===== config.mk =====
export PLATFORM = sky130hd
export DESIGN_NAME = edge_irq_front
export DESIGN_NICKNAME = d
export VERILOG_FILES = /design/src/rtl/eirq_pkg.sv /design/src/rtl/eirq_sync.sv /design/src/rtl/eirq_regs.sv /design/src/rtl/eirq_chan.sv /design/src/rtl/edge_irq_front.sv
export SDC_FILE = /design/constraint.sdc
export NUM_CORES = 1
export LEC_CHECK = 0
export CELL_PAD_IN_SITES_DETAIL_PLACEMENT = 0
export CELL_PAD_IN_SITES_GLOBAL_PLACEMENT = 2
export CORE_MARGIN = 2
export CORE_UTILIZATION = 31
export DETAILED_ROUTE_END_ITERATION = 12
export DONT_BUFFER_PORTS = 1
export PLACE_DENSITY = 0.6
export SYNTH_ARGS = -nofsm -noshare
export SYNTH_HDL_FRONTEND = slang
export SYNTH_HIERARCHICAL = 1
export SYNTH_SLANG_ARGS = --single-unit

===== constraint.sdc =====
create_clock -name clk -period 2.95 [get_ports clk]
set_input_delay 0.1475 -clock clk [delete_from_list [all_inputs] [get_ports clk]]
set_output_delay 0.1475 -clock clk [all_outputs]
set_load 0.05 [all_outputs]

===== src/rtl/eirq_pkg.sv =====
package eirq_pkg;

   // Polarity encoding of one bit of the polarity register
   typedef enum logic {
      POL_FALL = 1'b0,
      POL_RISE = 1'b1
   } eirq_pol_e;

   // Source encoding of one bit of the source register
   typedef enum logic {
      SRC_PORT_A = 1'b0,
      SRC_PORT_D = 1'b1
   } eirq_src_e;

   // Edge qualifier: current synchronized level against the level one cycle earlier
   function automatic logic eirq_edge_hit(input eirq_pol_e pol,
                                          input logic      cur,
                                          input logic      prev);
      if (pol == POL_RISE) eirq_edge_hit = cur & ~prev;
      else                 eirq_edge_hit = ~cur & prev;
   endfunction

   function automatic logic eirq_pick(input eirq_src_e src,
                                      input logic      a_lvl,
                                      input logic      d_lvl);
      eirq_pick = (src == SRC_PORT_D) ? d_lvl : a_lvl;
   endfunction

endpackage


===== src/rtl/eirq_sync.sv =====
module eirq_sync #(
   parameter int WIDTH  = 8,
   parameter int STAGES = 2
) (
   input  logic             clk,
   input  logic             rst,
   input  logic [WIDTH-1:0] async_i,
   output logic [WIDTH-1:0] sync_o
);

   localparam int LAST = STAGES - 1;

   if (STAGES < 2) begin : g_bad_stages
      $error("eirq_sync: STAGES must be at least 2");
   end
   if (WIDTH < 1) begin : g_bad_width
      $error("eirq_sync: WIDTH must be positive");
   end

   logic [WIDTH-1:0] chain_q [STAGES];

   for (genvar s = 0; s < STAGES; s++) begin : g_stage
      if (s == 0) begin : g_first
         always_ff @(posedge clk) begin
            if (rst) chain_q[s] <= '0;
            else     chain_q[s] <= async_i;
         end
      end else begin : g_next
         always_ff @(posedge clk) begin
            if (rst) chain_q[s] <= '0;
            else     chain_q[s] <= chain_q[s-1];
         end
      end
   end

   assign sync_o = chain_q[LAST];

endmodule


===== src/rtl/eirq_regs.sv =====
module eirq_regs #(
   parameter int               NUM_CH    = 8,
   parameter int               DATA_W    = 8,
   parameter int               ADDR_W    = 12,
   parameter logic [ADDR_W-1:0] POL_ADDR = 12'hFCD,
   parameter logic [ADDR_W-1:0] SRC_ADDR = 12'hFCE
) (
   input  logic              clk,
   input  logic              rst,
   input  logic [ADDR_W-1:0] addr,
   input  logic              we,
   input  logic [DATA_W-1:0] wdata,
   output logic [DATA_W-1:0] rdata,
   output logic [NUM_CH-1:0] pol_q,
   output logic [NUM_CH-1:0] src_q,
   output logic [NUM_CH-1:0] src_next,
   output logic [NUM_CH-1:0] cfg_touch
);

   localparam int PAD_W = DATA_W - NUM_CH;

   if (NUM_CH > DATA_W) begin : g_bad_fit
      $error("eirq_regs: NUM_CH must not exceed DATA_W");
   end
   if (POL_ADDR == SRC_ADDR) begin : g_bad_map
      $error("eirq_regs: register addresses must differ");
   end

   logic              hit_pol, hit_src;
   logic [NUM_CH-1:0] wbits;
   logic [NUM_CH-1:0] pol_next;

   assign hit_pol  = we && (addr == POL_ADDR);
   assign hit_src  = we && (addr == SRC_ADDR);
   assign wbits    = wdata[NUM_CH-1:0];
   assign pol_next = hit_pol ? wbits : pol_q;
   assign src_next = hit_src ? wbits : src_q;

   // Channels whose configuration this cycle's write alters
   assign cfg_touch = (pol_next ^ pol_q) | (src_next ^ src_q);

   always_ff @(posedge clk) begin
      if (rst) begin
         pol_q <= '0;
         src_q <= '0;
      end else begin
         pol_q <= pol_next;
         src_q <= src_next;
      end
   end

   if (PAD_W > 0) begin : g_pad
      always_comb begin
         if (addr == POL_ADDR)      rdata = {{PAD_W{1'b0}}, pol_q};
         else if (addr == SRC_ADDR) rdata = {{PAD_W{1'b0}}, src_q};
         else                       rdata = '0;
      end
   end else begin : g_nopad
      always_comb begin
         if (addr == POL_ADDR)      rdata = pol_q;
         else if (addr == SRC_ADDR) rdata = src_q;
         else                       rdata = '0;
      end
   end

endmodule


===== src/rtl/eirq_chan.sv =====
module eirq_chan
   import eirq_pkg::*;
(
   input  logic clk,
   input  logic rst,
   input  logic a_lvl,
   input  logic d_lvl,
   input  logic pol,
   input  logic src,
   input  logic src_new,
   input  logic reload,
   output logic req
);

   logic cur, prev_q, hit, req_q;

   assign cur = eirq_pick(eirq_src_e'(src), a_lvl, d_lvl);
   assign hit = eirq_edge_hit(eirq_pol_e'(pol), cur, prev_q);

   always_ff @(posedge clk) begin
      if (rst) begin
         prev_q <= 1'b0;
         req_q  <= 1'b0;
      end else if (reload) begin
         prev_q <= eirq_pick(eirq_src_e'(src_new), a_lvl, d_lvl);
         req_q  <= 1'b0;
      end else begin
         prev_q <= cur;
         req_q  <= hit;
      end
   end

   assign req = req_q;

endmodule


===== src/rtl/edge_irq_front.sv =====
module edge_irq_front #(
   parameter int                NUM_CH      = 8,
   parameter int                DATA_W      = 8,
   parameter int                ADDR_W      = 12,
   parameter int                SYNC_STAGES = 2,
   parameter logic [ADDR_W-1:0] POL_ADDR    = 12'hFCD,
   parameter logic [ADDR_W-1:0] SRC_ADDR    = 12'hFCE
) (
   input  logic              clk,
   input  logic              rst,
   input  logic [NUM_CH-1:0] pa_pins,
   input  logic [NUM_CH-1:0] pd_pins,
   input  logic [ADDR_W-1:0] cfg_addr,
   input  logic              cfg_we,
   input  logic [DATA_W-1:0] cfg_wdata,
   output logic [DATA_W-1:0] cfg_rdata,
   output logic [NUM_CH-1:0] irq_pulse
);

   logic [NUM_CH-1:0] pa_s, pd_s;
   logic [NUM_CH-1:0] pol_q, src_q, src_next, cfg_touch;

   eirq_sync #(.WIDTH(NUM_CH), .STAGES(SYNC_STAGES)) u_sync_a (
      .clk(clk), .rst(rst), .async_i(pa_pins), .sync_o(pa_s)
   );

   eirq_sync #(.WIDTH(NUM_CH), .STAGES(SYNC_STAGES)) u_sync_d (
      .clk(clk), .rst(rst), .async_i(pd_pins), .sync_o(pd_s)
   );

   eirq_regs #(
      .NUM_CH(NUM_CH), .DATA_W(DATA_W), .ADDR_W(ADDR_W),
      .POL_ADDR(POL_ADDR), .SRC_ADDR(SRC_ADDR)
   ) u_regs (
      .clk(clk), .rst(rst),
      .addr(cfg_addr), .we(cfg_we), .wdata(cfg_wdata), .rdata(cfg_rdata),
      .pol_q(pol_q), .src_q(src_q), .src_next(src_next), .cfg_touch(cfg_touch)
   );

   for (genvar c = 0; c < NUM_CH; c++) begin : g_ch
      eirq_chan u_chan (
         .clk(clk), .rst(rst),
         .a_lvl(pa_s[c]), .d_lvl(pd_s[c]),
         .pol(pol_q[c]), .src(src_q[c]), .src_new(src_next[c]),
         .reload(cfg_touch[c]),
         .req(irq_pulse[c])
      );
   end

endmodule


==> results.cfg, run 1 <==
[status]
status = finished clean

[synthesis]
synthMuxAreaShare = 0.173
synth-simple-area-share = 0.350
synth.yosys.seq_area_share = 0.432
synth_xor_area_frac = 0
synth_top_family_by_area = simple AND/OR/NAND/NOR gates
synth_fp_nets = 307
ys_ff_latch = 64
ys_types = 25
yosysWarnings = 6
synthCells = 268
syn_area_sq_mm = 0.00296
synth_adder_area_share = 0
synth_compound_area_frac = 0.0203
syn_avg_cell_area_sq_um = 11.1

[clock_tree]
clock_latency_ns = 0.35
cts_resized = 0
cts_made_buffers = 9
cts.clk_slew.worst_paths_ns = 0.07
cts_tree = done
clkSinkCount = 64
cts_hold_buf = 27
post_cts_buffers = 0
cts_buffer_depth = 2
cts_max_level = 3
cts_root_buffer = clkbuf_8

[global_route]
grt_pass1_wl_um = 9920
grt_start_max_net_pins = 57
track_usage = 0.130
grt_antenna_before_repair = 0
first_global_vias = 1878
grt-ovfl-total = 0

[timing]
slew-limit-headroom = 0.499
tns_ns = 0
worst_slack_ns = 1.46
final.min_clock_period_ns = 1.49
setup_violations = 0
clock_skew_ns = 0.00837
fmax_mhz = 672
maxSlewViolCount = 0
tightest_slew_ns = 0.749
period_share = 0.505
rsz0062_at_grt = false
hold_violations = 0

[critical_path]
critPathLaunchType = input port
critPathRequiredTime_ns = 2.80
worstPathArrival_ns = 1.34
setup.worst_path.class = in -> out
crit_path_end_kind = primary output
crit_fanout = 8

[min_path]
hp-class = in -> reg

[final_layout]
synthToLayoutAreaGrowth_pct = 22.7
register_area_sq_mm = 0.00128
num_antenna_cells = 0
design_area_sq_mm = 0.00364
num-fill-cells = 936
multiInputGateArea_sq_mm = 0.00161
drive_above_1_share = 0.206
layout.nets = 345

[routing]
via_per_inst = 4.64
drtAntennaViolNets = 0
firstDrtPassIters = 4
drcViolationCount = 0
drt_iter0_drc = 35
wire_per_inst_um = 14.3
drt-total-wl_um = 6290
num_vias = 2042

[floorplan]
dieArea_sq_mm = 0.0104
core-area_sq_mm = 0.00924
start_util = 0.321
ios = 55
die_w_um = 102
die_h_um = 102
row_count = 35

[place]
gp_congestion = 0.653
dp_hpwl_um = 3530
post-place-ws_ns = 1.17
port_buffers = 0
place_area_sq_mm = 0.00313

[pwr]
powerDensity_mw_per_mm2 = 507
design_power_total_w = 0.00184
leakagePower_nw = 1.31
worst_ir_drop_vdd_uv = 200

[flow_run]
maxCapViolations = 0
-- where the power goes --
part	total [W]	leakage [nW]	switching, W	internal [W]
registers	0.000902	0.523	0.0000140	0.000888
logic	0.0000970	0.688	0.0000362	0.0000608
clock network	0.000845	0.103	0.000365	0.000480
-- state kept, by name, indices dropped and copies added, names as in the netlist --
signal / count
g_ch.u_chan/prev_q: 8
g_ch.u_chan/req: 8
u_regs/pol_q: 8
u_regs/src_q: 8
u_sync_a/chain_q: 16
u_sync_d/chain_q: 16
-- layout make-up --
| type | instances | area share |
|---|---|---|
| Clock buffer | 10 | 0.0351 |
| Clock inverter | 6 | 0.0255 |
| Multi-Input combinational cell | 194 | 0.443 |
| Sequential cell | 64 | 0.352 |
| Tap cell | 129 | 0.0444 |
| Timing Repair Buffer | 37 | 0.0998 |
-- critical path, stage by stage --
cell and delay, ns:
nand4bb_4 0.24, or3_1 0.52, nor2_1 0.21, buf_4 0.22
-- per-stage QoR --
step | cells | util | hold WS, ns
global route | 440 | 0.394 | 0.0148
CTS | 440 | 0.394 | 0.00401
global placement | 397 | 0.339 | 0.221
finish | 440 | 0.394 | 0.0345
floorplan | 268 | - | 0.219
detailed placement | 397 | 0.339 | 0.222
-- logic make-up (layout without fill, tap and decap cells) --
logic type             after synthesis  count (layout)
flip-flops                          64              64
AND/OR/NAND/NOR                    138             138
multiplexers                        48              48
AO/OA/AOI/OAI                        8               8
buffers and inverters               10              53
-- cells in the final DEF (no fill, tap or decap), types with 9 or more instances in the layout --
cell | netlist | final
and2b_2 | 12 | 12
buf_4 | 1 | 10
clkbuf_8 | 0 | 9
dfxtp_1 | 64 | 64
dlygate4sd3_1 | 0 | 26
mux2i_1 | 32 | 32
nand2b_1 | 16 | 16
nand3b_1 | 34 | 34
nor2_1 | 16 | 16
nor2b_1 | 13 | 13
nor2b_2 | 14 | 14
nor4b_1 | 16 | 16
-- metal layers --
layer  track usage  vias up  share of wire
li1              -     1036              -
met3        0.0462        8          0.060
met5             0        -              0
met2         0.193       53           0.44
met1         0.171      945           0.48
met4        0.0530        0          0.014
-- synth_stat cells --
library cell   n  share of area
nand2b_1      16          0.034
nor2b_1       13          0.027
buf_2          1         0.0017
buf_4          1         0.0025
nand4bb_4      1         0.0093
buf_6          4          0.015
mux2_2         5          0.019
nor4b_1       16          0.047
and2b_1        3         0.0076
mux2_1         8          0.030
nand4_4        1         0.0072
nand2_1        1         0.0013
mux2_4         3          0.015
dfxtp_1       64           0.43
and2b_2       12          0.035
a22oi_1        8          0.020
nor2_1        16          0.020
clkbuf_1       2         0.0025
buf_1          2         0.0025
or3_1          1         0.0021
nand3b_1      34          0.086
nor2b_2       14          0.041
nor4_4         2          0.014
nand4_1        8          0.017
mux2i_1       32           0.11
-- final timing paths --
check	startpoint	end	slack (ns)	depth (start not counted)
setup / recovery	cfg_addr[4]	cfg_rdata[3]	1.46	4
hold / removal	rst	u_sync_a/chain_q[1][7]$_SDFF_PP0_	0.03	1
setup reg to reg	u_regs/src_q[7]$_SDFF_PP0_	g_ch[7].u_chan/req$_SDFF_PP0_	1.62	4
hold reg to reg	u_sync_a/chain_q[0][0]$_SDFF_PP0_	u_sync_a/chain_q[1][0]$_SDFF_PP0_	0.44	1
No activity file was read; power rests on OpenSTA's default activity.
==> run 2, diff against run 1 <==
--- a/config.mk
+++ b/config.mk
@@ -5,13 +5,14 @@
 export SDC_FILE = /design/constraint.sdc
 export NUM_CORES = 1
 export LEC_CHECK = 0
+export ABC_AREA = 1
 export CELL_PAD_IN_SITES_DETAIL_PLACEMENT = 0
 export CELL_PAD_IN_SITES_GLOBAL_PLACEMENT = 2
 export CORE_MARGIN = 2
 export CORE_UTILIZATION = 31
 export DETAILED_ROUTE_END_ITERATION = 12
 export DONT_BUFFER_PORTS = 1
-export PLACE_DENSITY = 0.6
+export PLACE_DENSITY = 0.71
 export SYNTH_ARGS = -nofsm -noshare
 export SYNTH_HDL_FRONTEND = slang
 export SYNTH_HIERARCHICAL = 1
==> constraint.sdc (replaced) <==
create_clock -name clk -period 1.5 [get_ports clk]
set_input_delay 0.075 -clock clk [delete_from_list [all_inputs] [get_ports clk]]
set_output_delay 0.075 -clock clk [all_outputs]
set_load 0.05 [all_outputs]
==> run 2 against run 1 <==
Worst setup slack worse by 1.3 ns. Die area increased by 7.2%. Combinational power grew 130%. Clock power rose by 100%.
==> results.cfg, run 2 <==
[status]
status = finished clean

[pwr]
powerDensity_mw_per_mm2 = 977
worst_ir_drop_vdd_uv = 400
leakagePower_nw = 1.87
design_power_total_w = 0.00375

[global_route]
grt-ovfl-total = 0
grt_pass1_wl_um = 12800
first_global_vias = 2754
use_met2 = 0.234
grt_start_max_net_pins = 64
grt_antenna_before_repair = 0
grt_use_met1 = 0.182
track_usage = 0.148
grtUsageMet3 = 0.0606
grt-busiest-layer = met2

[timing]
clock_skew_ns = 0.00450
fmax_mhz = 747
period_share = 0.893
maxSlewViolCount = 0
tightest_slew_ns = 0.638
rsz0062_at_grt = false
hold_violations = 0
slew-limit-headroom = 0.574
setup_violations = 0
worst_slack_ns = 0.161
final.min_clock_period_ns = 1.34
hold_ws_ns = 0.0441

[place]
dp_hpwl_um = 5020
port_buffers = 0
dp.cells = 644
post-place-ws_ns = 0.0431
gp_congestion = 0.762

[synthesis]
synth.top_cell.area_share = 0.402
synth_area_leaders = dfxtp_1 (40%), nand2_1 (17%), inv_1 (13%)
async_flop_share = 0
yosysWarnings = 6
yosys.area.top_type = dfxtp_1
syn_avg_cell_area_sq_um = 6.35
synth.yosys.seq_area_share = 0.402
ys_ff_latch = 64
synth_fp_nets = 541
synth-edff-count = 0
syn_area_sq_mm = 0.00319
post-synth-top-count-cell = nand2_1
synthCells = 502
synthTopCellsByCount = nand2_1 (144), inv_1 (110), nor2_1 (77)
ys_types = 20
ys.flop_type = dfxtp_1

[final_layout]
final_common_cell = nand2_1
drive_above_1_share = 0.0847
layout.nets = 577
num_antenna_cells = 0
finalNonFillerCells = 679
top_regs = u_sync_a/chain_q: 16 flops, u_sync_d/chain_q: 16 flops
layout_common_cells = nand2_1 (144), inv_1 (110), nor2_1 (76)
synthToLayoutAreaGrowth_pct = 20.4

[critical_path]
critPathBufInv = 1
critPathRequiredTime_ns = 1.42
crit_fanout = 7
critPathSlowestCell = dfxtp_1
crit_path_end_kind = primary output
critPathTopFamily = flip-flops
worstPathArrival_ns = 1.26
path_cells = nand3_1, o21ai_1, buf_4
critPathMaxStageDelay_ns = 0.45
critPathLaunchType = flop
setup.worst_path.class = reg -> out

[floorplan]
row_count = 37
dieArea_sq_mm = 0.0111
die_w_um = 105
die_h_um = 105
start_util = 0.314
core-area_sq_mm = 0.0101
ios = 55

[routing]
drt-total-wl_um = 7320
drt_iter0_drc = 152
firstDrtPassIters = 4
wire_per_inst_um = 10.8
via_per_inst = 4.23
drcViolationCount = 0
drtAntennaViolNets = 0
num_vias = 2870

[clock_tree]
cts_made_buffers = 9
clock_latency_ns = 0.35
cts_max_level = 3
cts.clk_slew.worst_paths_ns = 0.07
cts_buffer_depth = 2
cts_root_buffer = clkbuf_8
cts_tree = done
clkSinkCount = 64

[flow_run]
maxCapViolations = 0

[min_path]
hp-class = in -> reg
==> run 2: worst paths after layout <==
| kind | cells past startpoint | slack, ns | to | start |
|---|---|---|---|---|
| max | 3 | 0.16 | cfg_rdata[5] | u_regs/src_q[5]$_SDFF_PP0_ |
| min | 4 | 0.04 | u_regs/pol_q[6]$_SDFF_PP0_ | cfg_wdata[6] |
| max reg2reg | 5 | 0.24 | u_regs/pol_q[7]$_SDFF_PP0_ | u_regs/pol_q[7]$_SDFF_PP0_ |
| min reg2reg | 2 | 0.40 | u_sync_a/chain_q[1][0]$_SDFF_PP0_ | u_sync_a/chain_q[0][0]$_SDFF_PP0_ |
==> run 2: worst register-to-register path, stage by stage, from the launching register on <==
cell and delay, ns:
dfxtp_1 0.40, inv_1 0.07, nand2_1 0.07, nand2_1 0.05, nor2_1 0.08, dlygate4sd3_1 0.54
==> run 2: where the power goes <==
part	switching [W]	leakage, nW	internal [W]	total (W)
sequential	0.0000480	0.524	0.00175	0.00180
clock	0.000653	0.117	0.00107	0.00173
combinational	0.000131	1.23	0.0000880	0.000219
total	0.000832	1.87	0.00292	0.00375
==> run 2: layout make-up <==
type	count	area [sq um]
multi-input combinational	317	1400
clock inverter	2	60.1
fill	1103	6300
tap	136	170
timing repair buffer	36	338
inverter	110	413
clock buffer	14	173
sequential	64	1280
==> run 2: what timing repair did <==
item                                   CTS  global route
hold buffers                            19             0
endpoints found under the hold margin   64             0
setup buffers                            0             0
gates resized for setup                  0             2
setup endpoints to repair                0            18
==> run 2: cells by family after synthesis <==
family                 after synthesis  synth area share
AO/OA/AOI/OAI                       40            0.0691
flip-flops                          64             0.402
AND/OR/NAND/NOR                    277             0.370
buffers and inverters              121             0.159
==> run 2: stage by stage <==
stage / instance area (sq um) / TNS [ns] / util
floorplan: 3190 / -0.303 / -
global placement: 3390 / 0 / 0.335
detailed placement: 3390 / 0 / 0.335
CTS: 3830 / 0 / 0.378
global route: 3840 / 0 / 0.379
finish: 3840 / 0 / 0.379
==> run 2: routing by layer <==
metal | up-vias | share of wire | wire length [um]
met5 | - | 0 | 0
met2 | 54 | 0.44 | 3250
met3 | 5 | 0.060 | 438
met1 | 1240 | 0.48 | 3550
met4 | 0 | 0.011 | 80
li1 | 1571 | - | -
==> run 3, diff against run 2 <==
--- a/config.mk
+++ b/config.mk
@@ -5,14 +5,14 @@
 export SDC_FILE = /design/constraint.sdc
 export NUM_CORES = 1
 export LEC_CHECK = 0
-export ABC_AREA = 1
+export ABC_AREA = 0
 export CELL_PAD_IN_SITES_DETAIL_PLACEMENT = 0
 export CELL_PAD_IN_SITES_GLOBAL_PLACEMENT = 2
 export CORE_MARGIN = 2
 export CORE_UTILIZATION = 31
 export DETAILED_ROUTE_END_ITERATION = 12
 export DONT_BUFFER_PORTS = 1
-export PLACE_DENSITY = 0.71
+export PLACE_DENSITY = 0.6
 export SYNTH_ARGS = -nofsm -noshare
 export SYNTH_HDL_FRONTEND = slang
 export SYNTH_HIERARCHICAL = 1
==> run 3 against run 2 <==
Via count down 28%. Flip-flop and latch count unchanged. Count of clock-buffer cells in the layout down 5. Highest routed layer unchanged. Fmax down 2.3%. Design area down 1.3%. Utilization up 3.2 points. Final cell count down 35%.
==> results.cfg, run 3 (synthesis gave the netlist of run 1 again) <==
[floorplan]
die_w_um = 102
die_h_um = 102
dieArea_sq_mm = 0.0104
ios = 55
row_count = 35
core-area_sq_mm = 0.00924
start_util = 0.321

[pwr]
worst_ir_drop_vdd_uv = 543
leakagePower_nw = 1.36
powerDensity_mw_per_mm2 = 999
design_power_total_w = 0.00379

[global_route]
track_usage = 0.126
first_global_vias = 1952
grt_start_max_net_pins = 65
grt_antenna_before_repair = 0
grt_pass1_wl_um = 9740
grt-ovfl-total = 0

[min_path]
hp-class = in -> reg

[final_layout]
drive_above_1_share = 0.244
layout_common_cells = dfxtp_1 (64), nand3b_1 (34), mux2i_1 (32)
top_regs = u_sync_a/chain_q: 16 flops, u_sync_d/chain_q: 16 flops
num_antenna_cells = 0
layout.nets = 346
final_common_cell = dfxtp_1
utilization = 0.410
synthToLayoutAreaGrowth_pct = 27.8

[clock_tree]
cts.clk_slew.worst_paths_ns = 0.08
cts_root_buffer = clkbuf_8
clock_latency_ns = 0.34
post_cts_buffers = 0
cts_tree = done
cts_made_buffers = 9
cts_buffer_depth = 2
cts_max_level = 3
clkSinkCount = 64

[place]
dp_hpwl_um = 3590
gp_congestion = 0.691
port_buffers = 0

[routing]
num_vias = 2060
firstDrtPassIters = 5
met3WireLength_um = 366
wl_met2_um = 2730
dr.max_layer_used = met4
via_per_inst = 4.67
wire_per_inst_um = 13.8
drtAntennaViolNets = 0
drt_iter0_drc = 51
drcViolationCount = 0
met1Wirelength_um = 2920
drt-total-wl_um = 6070

[critical_path]
worstPathArrival_ns = 1.66
critPathMaxStageDelay_ns = 0.45
critPathTopFamily = simple AND/OR/NAND/NOR gates
critPathSlowestCell = dfxtp_1
critPathBufInv = 0
setup.worst_path.class = reg -> reg
critPathRequiredTime_ns = 1.79
path_cells = nand3b_1, nand4_1, nor4b_2, mux2_1
crit_fanout = 6
critPathLaunchType = flop
crit_path_end_kind = flop

[timing]
clock_skew_ns = 0.00737
fmax_mhz = 730
rsz0062_at_grt = false
hold_ws_ns = 0.0292
tns_ns = 0
hold_violations = 0
slew-limit-headroom = 0.660
setup_violations = 0
final.min_clock_period_ns = 1.37
tightest_slew_ns = 0.509
maxSlewViolCount = 0
period_share = 0.914

[flow_run]
maxCapViolations = 0

[status]
status = finished clean
-- run 3: cell types whose count changed in the layout (fill, tap and decap cells not counted), moves of 14 or more --
cell	previous run	this run
mux2i_1	0	32
nand2b_1	0	16
nand3_1	24	0
o21ai_1	21	0
nor2b_2	0	14
nand2_1	144	1
inv_1	110	0
nor4b_1	0	14
nor2_1	76	10
nand3b_1	0	34
-- run 3: path summary, 6_finish.rpt --
kind	startpoint	end	slack [ns]	cells past startpoint
worst min-delay path	cfg_wdata[3]	u_regs/src_q[3]$_SDFF_PP0_	0.03	2
worst max-delay path	u_regs/src_q[7]$_SDFF_PP0_	g_ch[7].u_chan/req$_SDFF_PP0_	0.13	4
worst max register to register	u_regs/src_q[7]$_SDFF_PP0_	g_ch[7].u_chan/req$_SDFF_PP0_	0.13	4
worst min register to register	u_sync_d/chain_q[0][6]$_SDFF_PP0_	u_sync_d/chain_q[1][6]$_SDFF_PP0_	0.44	1
-- run 3: per-layer routing --
layer / vias up / GRT usage
met3: 6 / 0.0559
met1: 969 / 0.156
met4: 0 / 0.0561
met2: 45 / 0.188
li1: 1040 / -
met5: - / 0
-- run 3: where the power goes --
group | internal [W] | total, W | switching (W) | leakage [nW]
logic | 0.000120 | 0.000190 | 0.0000704 | 0.717
registers | 0.00175 | 0.00177 | 0.0000278 | 0.523
clock network | 0.00111 | 0.00182 | 0.000714 | 0.116
total | 0.00297 | 0.00379 | 0.000813 | 1.36
-- run 3: timing repair --
item,CTS,global route
endpoints found under the setup margin,0,1
resized for setup,0,2
hold endpoints to repair,56,0
hold buffers,25,0
-- run 3: layout make-up --
type / count / area [sq um]
fill: 903 / 5450
multi-input combinational: 194 / 1640
sequential: 64 / 1280
timing repair buffer: 38 / 465
tap: 129 / 161
clock buffer: 9 / 124
clock inverter: 7 / 119
-- run 3: metrics by stage --
stage                     setup WS [ns]  cells  area [sq um]
final                             0.130    441          3790
after detailed placement        -0.0999    400          3270
after global routing             0.0301    441          3790
after CTS                         0.143    441          3780
after floorplan                  -0.142    268          2990
after global placement          -0.0953    400          3270
